==> config.mk <==
export PLATFORM = sky130hd
export DESIGN_NAME = multi_proj_compressor
export DESIGN_NICKNAME = d
export VERILOG_FILES = /design/src/rtl/mpc_pkg.sv /design/src/rtl/mpc_frame_ctrl.sv /design/src/rtl/mpc_ortho_acc.sv /design/src/rtl/mpc_diag_acc.sv /design/src/rtl/multi_proj_compressor.sv
export SDC_FILE = /design/constraint.sdc
export NUM_CORES = 2
export LEC_CHECK = 0
export ABC_AREA = 1
export BUFFER_PORTS_ARGS = -buffer_cell sky130_fd_sc_hd__clkbuf_2
export CAP_MARGIN = 20
export CORE_MARGIN = 2
export CORE_UTILIZATION = 30
export DETAILED_ROUTE_END_ITERATION = 8
export MAX_ROUTING_LAYER = met4
export PLACE_DENSITY = 0.48
export SLEW_MARGIN = 20
export SYNTH_ARGS = -nofsm -noshare
export SYNTH_HDL_FRONTEND = slang
export SYNTH_SLANG_ARGS = --single-unit
==> constraint.sdc <==
create_clock -name clk -period 2.5 [get_ports clk]
set_input_delay 0.125 -clock clk [delete_from_list [all_inputs] [get_ports clk]]
set_output_delay 0.125 -clock clk [all_outputs]
set_load 0.01 [all_outputs]
==> src/rtl/mpc_pkg.sv <==
package mpc_pkg;

    typedef enum logic [0:0] {
        ST_IDLE  = 1'b0,
        ST_ACCUM = 1'b1
    } mpc_state_e;

endpackage

==> src/rtl/mpc_frame_ctrl.sv <==
module mpc_frame_ctrl
    import mpc_pkg::*;
#(
    parameter int N = 255
) (
    input  logic clk,
    input  logic rst_n,
    input  logic row_valid,
    input  logic row_sof,
    output logic acc_start,
    output logic acc_step,
    output logic acc_last
);

    localparam int CW = (N > 2) ? $clog2(N) : 1;
    localparam logic [CW-1:0] LAST_ROW = CW'(N - 1);

    mpc_state_e    state_q, state_d;
    logic [CW-1:0] cnt_q, cnt_d;

    // State register and row counter
    always_ff @(posedge clk or negedge rst_n) begin
        if (!rst_n) begin
            state_q <= ST_IDLE;
            cnt_q   <= '0;
        end else begin
            state_q <= state_d;
            cnt_q   <= cnt_d;
        end
    end

    // Next state and strobes
    always_comb begin
        state_d   = state_q;
        cnt_d     = cnt_q;
        acc_start = 1'b0;
        acc_step  = 1'b0;
        acc_last  = 1'b0;
        unique case (state_q)
            ST_IDLE: begin
                if (row_valid && row_sof) begin
                    acc_start = 1'b1;
                    state_d   = ST_ACCUM;
                    cnt_d     = CW'(1);
                end
            end
            ST_ACCUM: begin
                if (row_valid && row_sof) begin
                    acc_start = 1'b1;
                    cnt_d     = CW'(1);
                end else if (row_valid) begin
                    acc_step = 1'b1;
                    if (cnt_q == LAST_ROW) begin
                        acc_last = 1'b1;
                        state_d  = ST_IDLE;
                        cnt_d    = '0;
                    end else begin
                        cnt_d = cnt_q + CW'(1);
                    end
                end
            end
        endcase
    end

    // the row count never passes the last row index
    assert_cnt_range_R7: assert property (@(posedge clk) disable iff (!rst_n)
        cnt_q <= LAST_ROW);

    // an idle controller holds no partial count
    assert_idle_cnt_zero_R6: assert property (@(posedge clk) disable iff (!rst_n)
        (state_q == ST_IDLE) |-> (cnt_q == '0));

    // after a last row the next row cannot continue the same frame
    assert_last_closes_R5: assert property (@(posedge clk) disable iff (!rst_n)
        acc_last |=> !acc_step);

endmodule

==> src/rtl/mpc_ortho_acc.sv <==
module mpc_ortho_acc #(
    parameter int N = 255
) (
    input  logic         clk,
    input  logic         rst_n,
    input  logic         start,
    input  logic         step,
    input  logic [N-1:0] row,
    output logic [N-1:0] x_nx,
    output logic [N-1:0] y_nx
);

    logic [N-1:0] x_q;
    logic [N-1:0] y_q;
    logic         row_any;

    assign row_any = |row;

    // Column OR and row shift register (row 0 ends at bit 0)
    always_comb begin
        x_nx = x_q;
        y_nx = y_q;
        if (start) begin
            x_nx = row;
            y_nx = {row_any, {(N-1){1'b0}}};
        end else if (step) begin
            x_nx = x_q | row;
            y_nx = {row_any, y_q[N-1:1]};
        end
    end

    always_ff @(posedge clk or negedge rst_n) begin
        if (!rst_n) begin
            x_q <= '0;
            y_q <= '0;
        end else begin
            x_q <= x_nx;
            y_q <= y_nx;
        end
    end

    // within a frame the column accumulator only gains bits
    assert_x_monotone_R1: assert property (@(posedge clk) disable iff (!rst_n)
        (step && !start) |=> ((x_q & $past(x_q)) == $past(x_q)));

endmodule

==> src/rtl/mpc_diag_acc.sv <==
module mpc_diag_acc #(
    parameter int N = 255
) (
    input  logic         clk,
    input  logic         rst_n,
    input  logic         start,
    input  logic         step,
    input  logic [N-1:0] row,
    output logic [N-1:0] u_fin,
    output logic [N-1:0] v_fin
);

    // s_q[c] tracks U[(c + r) mod N]; d_q[c] tracks V[(r - c) mod N]
    logic [N-1:0] s_q, s_nx;
    logic [N-1:0] d_q, d_nx;
    logic [N-1:0] d_al;

    always_comb begin
        s_nx = s_q;
        d_nx = d_q;
        if (start) begin
            s_nx = row;
            d_nx = row;
        end else if (step) begin
            s_nx = {s_q[0], s_q[N-1:1]} | row;
            d_nx = {d_q[N-2:0], d_q[N-1]} | row;
        end
    end

    always_ff @(posedge clk or negedge rst_n) begin
        if (!rst_n) begin
            s_q <= '0;
            d_q <= '0;
        end else begin
            s_q <= s_nx;
            d_q <= d_nx;
        end
    end

    // Final alignment after row N-1: one more rotation, then index mapping
    assign u_fin = {s_nx[0], s_nx[N-1:1]};
    assign d_al  = {d_nx[N-2:0], d_nx[N-1]};

    for (genvar k = 0; k < N; k++) begin : g_vmap
        assign v_fin[k] = d_al[(N - k) % N];
    end

    // rotation keeps the hit count of the diagonal state when the row is empty
    assert_rot_keeps_R3: assert property (@(posedge clk) disable iff (!rst_n)
        (step && !start && (row == '0)) |=> ($countones(s_q) == $countones($past(s_q))));
    assert_rot_keeps_R4: assert property (@(posedge clk) disable iff (!rst_n)
        (step && !start && (row == '0)) |=> ($countones(d_q) == $countones($past(d_q))));

endmodule

==> src/rtl/multi_proj_compressor.sv <==
module multi_proj_compressor
    import mpc_pkg::*;
#(
    parameter int N = 255
) (
    input  logic         clk,
    input  logic         rst_n,
    input  logic         row_valid,
    input  logic         row_sof,
    input  logic [N-1:0] row_bits,
    output logic         proj_valid,
    output logic [N-1:0] proj_x,
    output logic [N-1:0] proj_y,
    output logic [N-1:0] proj_u,
    output logic [N-1:0] proj_v
);

    logic         acc_start, acc_step, acc_last;
    logic [N-1:0] x_nx, y_nx, u_fin, v_fin;

    mpc_frame_ctrl #(.N(N)) u_ctrl (
        .clk       (clk),
        .rst_n     (rst_n),
        .row_valid (row_valid),
        .row_sof   (row_sof),
        .acc_start (acc_start),
        .acc_step  (acc_step),
        .acc_last  (acc_last)
    );

    mpc_ortho_acc #(.N(N)) u_ortho (
        .clk   (clk),
        .rst_n (rst_n),
        .start (acc_start),
        .step  (acc_step),
        .row   (row_bits),
        .x_nx  (x_nx),
        .y_nx  (y_nx)
    );

    mpc_diag_acc #(.N(N)) u_diag (
        .clk   (clk),
        .rst_n (rst_n),
        .start (acc_start),
        .step  (acc_step),
        .row   (row_bits),
        .u_fin (u_fin),
        .v_fin (v_fin)
    );

    // Output latch on the last row of a frame
    always_ff @(posedge clk or negedge rst_n) begin
        if (!rst_n) begin
            proj_valid <= 1'b0;
            proj_x     <= '0;
            proj_y     <= '0;
            proj_u     <= '0;
            proj_v     <= '0;
        end else begin
            proj_valid <= acc_last;
            if (acc_last) begin
                proj_x <= x_nx;
                proj_y <= y_nx;
                proj_u <= u_fin;
                proj_v <= v_fin;
            end
        end
    end

    // the strobe lasts one cycle
    assert_valid_pulse_R5: assert property (@(posedge clk) disable iff (!rst_n)
        proj_valid |=> !proj_valid);

    // the strobe follows an accepted non-start row
    assert_valid_after_row_R5: assert property (@(posedge clk) disable iff (!rst_n)
        proj_valid |-> $past(row_valid && !row_sof));

    // outputs hold while no strobe
    assert_hold_R5: assert property (@(posedge clk) disable iff (!rst_n)
        !proj_valid |-> ($stable(proj_x) && $stable(proj_y) && $stable(proj_u) && $stable(proj_v)));

    // a frame with any hit sets every projection, an empty one none
    assert_nonempty_agree_R2: assert property (@(posedge clk) disable iff (!rst_n)
        proj_valid |-> (((|proj_x) == (|proj_y)) && ((|proj_x) == (|proj_u)) && ((|proj_x) == (|proj_v))));

endmodule

==> metrics.yaml <==
status: "finished, final reports clean"
multi_input_area_um2: 25600
yosysTopAreaCellShare_pct: 63.7
dieArea_um2: 272000
highest_layer: "met4"
ys_seq_elements: 2049
finalCritPeriodShare_pct: 93.4
clock_path_buffers: 4
syn_nets: 9150
seq_area_um2: 51300
clk_pin_slew_worst_paths_ps: 60
fin_nets: 10700
numCtsBuffers: 229
drive_gt1_share_pct: 18.0
hpwl_um: 234000
grt_max_degree: 126
worstSetupStartpoint: "u_ctrl.state_q"
r2r_setup_slack_ps: 160
grt_use_total_pct: 23.3
start_kind: "flip-flop"
syn_inst: 8889
yosys_warnings: 0
netlist_area_um2: 80400
area_growth_pct: 27.8
finalSetupViolations: 0
globalplace.congestion: 0.938
coreArea_um2: 267000
peakVddDrop_uv: 603
fmax_mhz: 428
p_per_area_nw_per_um2: 755
first_pass_iters: 6
antenna_found_initial: 80
drc_errors: 0
rows: 190
grt_pass1_vias: 68000
slew_headroom_pct: 41.7
drt-met1-wl_um: 137000
tritoncts: "done"
r2r-end: "proj_x[122]"
hold_viol: 0
yosys.area.top_type: "dfrtp_1"
wl_met3_um: 22500
clk_latency_ps: 950
fin_crit_ps: 2340
num_vias: 68300
initial_core_util_pct: 30.1
fill_cells: 27400
ios: 1280
die_w_um: 522
synth_cell_types: 29
critPathMaxFanout: 45
port_buffers: 1279
holdWs_ps: 76.7
r2r_start: "u_ctrl.state_q"
vias_per_cell: 4.80
skew_ps: 91.7
final.setup.tns_ps: 0
ant_nets: 0
hold_path.class: "in2reg"
crit_type: "reg2reg"
avgSynthCellArea_um2: 9.05
wl_per_cell_um: 22.2
crit_end: "proj_x[122]"
wl_met2_um: 143000
cts_htree_levels: 4
die_h_um: 522
drv_cap: 0
endpoint_kind: "flip-flop"
clock-sinks: 2049
finish.utilization_pct: 38.4
grt_first_pass_wirelength_um: 465000
rsz0062_at_grt: "no"
leakage_nw: 55.4
tightest_slew_ps: 865
cts_root_buf: "clkbuf_16"
rr_worst_depth: 7
fin_cells: 14200
detail_route.wirelength_um: 315000
slew_violations: 0
arrival_ps: 3140
yosysSeqAreaShare_pct: 63.7
finalWorstSetupSlack_ps: 165
dp.cells: 13500
preCtsSetupSlack_ps: 139
crit_required_ps: 3310
synth_top_cells_by_area: "dfrtp_1, nand2_1, o21ai_0, nand3_1, buf_2"
drt_iter0_drc: 5262
grt_overflow: 0
[placed cells by master (no fill, tap or decap), types with 3 or more instances in the layout]
master,synthesis,layout
nand3_1,530,530
nor3_1,5,5
xor2_1,3,3
a21oi_1,177,177
nand2_1,3714,3712
dlygate4sd3_1,0,260
nand4_1,11,11
nor2_1,128,128
dfrtp_1,2049,2049
buf_4,16,160
inv_1,341,341
o22ai_1,3,3
inv_8,0,3
diode_2,0,79
o21bai_1,125,125
clkinv_2,0,34
clkbuf_2,0,1278
clkinvlp_4,0,5
o21ai_1,137,137
clkbuf_16,0,231
nand2_4,0,3
o21ai_0,1140,1140
buf_12,0,103
bufinv_16,0,22
clkbuf_8,0,55
clkinv_4,0,5
clkbuf_1,202,49
[layer usage]
metal	vias up	track usage, %
met5	-	-
met2	2018	35.2
met1	34100	30.4
li1	31800	-
met4	0	8.55
met3	419	5.64
[power by group]
| group | leakage [nW] | total, mW | internal [mW] | switching [mW] |
|---|---|---|---|---|
| sequential | 27.0 | 36.2 | 35.2 | 0.972 |
| clock | 3.81 | 35.1 | 20.8 | 14.3 |
| combinational | 24.6 | 6.33 | 2.00 | 4.33 |
[state kept, by name (all words and copies together) (netlist names)]
name / cells
u_ortho.y_q: 254
u_diag.s_q: 255
u_ortho.x_q: 255
proj_u: 255
proj_y: 255
proj_valid: 1
u_ctrl.state_q: 1
proj_x: 255
u_diag.d_q: 255
proj_v: 255
u_ctrl.cnt_q: 8
[cell type report]
type	count	share of cell area [%]
Tap cell	3552	4.32
Clock inverter	71	0.993
Sequential cell	2049	49.9
Timing Repair Buffer	1801	11.9
Multi-Input combinational cell	5986	24.9
Antenna cell	79	0.192
Inverter	346	1.29
Clock buffer	335	6.54
[how the worst min path moves through the flow]
stage / start / to / slack, ps / depth (start not counted)
after detailed placement: rst_n / u_diag.d_q[242] / 160 / 1
after CTS: row_bits[169] / u_diag.d_q[169] / 10 / 4
after global routing: row_bits[168] / u_diag.d_q[168] / 80 / 4
final: row_bits[169] / u_diag.d_q[169] / 80 / 4
after floorplan: rst_n / proj_u[0] / -170 / 0
after global placement: rst_n / u_ortho.x_q[243] / 160 / 1
[logic make-up (layout without fill, tap and decap cells)]
group | count (synthesis) | after routing | synth area share, %
flops | 2049 | 2049 | 63.7
simple gates | 4394 | 4394 | 21.4
other cells | 0 | 79 | 0
buf+inv | 854 | 2553 | 4.52
fa+ha+maj | 2 | 2 | 0.0311
compound gates | 1587 | 1587 | 10.3
xor+xnor | 3 | 3 | 0.0327
[timing repair]
action / 4_1_cts / 5_1_grt
hold buffers: 261 / 0
resized for setup: 0 / 0
endpoints found under the hold margin: 3499 / 0
setup buffers: 0 / 0
[synth_stat cells]
cell,number
a31oi_1,2
nor3_1,5
o21ai_1,137
nand4_1,11
buf_1,18
inv_1,341
nor2_4,1
o21ai_0,1140
nand3_1,530
nor2_2,1
xor2_1,3
nand2_1,3714
a41oi_1,1
inv_2,5
or2_2,1
clkbuf_1,202
buf_4,16
and2_1,1
dfrtp_1,2049
nand2_2,1
o22ai_1,3
nor2_1,128
buf_2,267
o21bai_1,125
a21oi_1,177
o32ai_1,2
ha_1,2
buf_6,5
nor3_2,1
[worst max-delay path, cell delays in order, from the launching register on]
cell and delay, ps:
dfrtp_1 400, nand2_4 110, nor2_4 130, buf_12 270, a21oi_1 120, o21ai_0 580
nand2_1 390, nand2_1 150
[per-stage QoR]
step | instance area, um2 | total power, mW
2_1_floorplan | 80400 | 39.5
5_1_grt | 103000 | 80.9
4_1_cts | 103000 | 78.6
3_3_place_gp | 92200 | 42.6
3_5_place_dp | 92200 | 42.7
6_report | 103000 | 77.6
(Power assumes the default switching activity.)
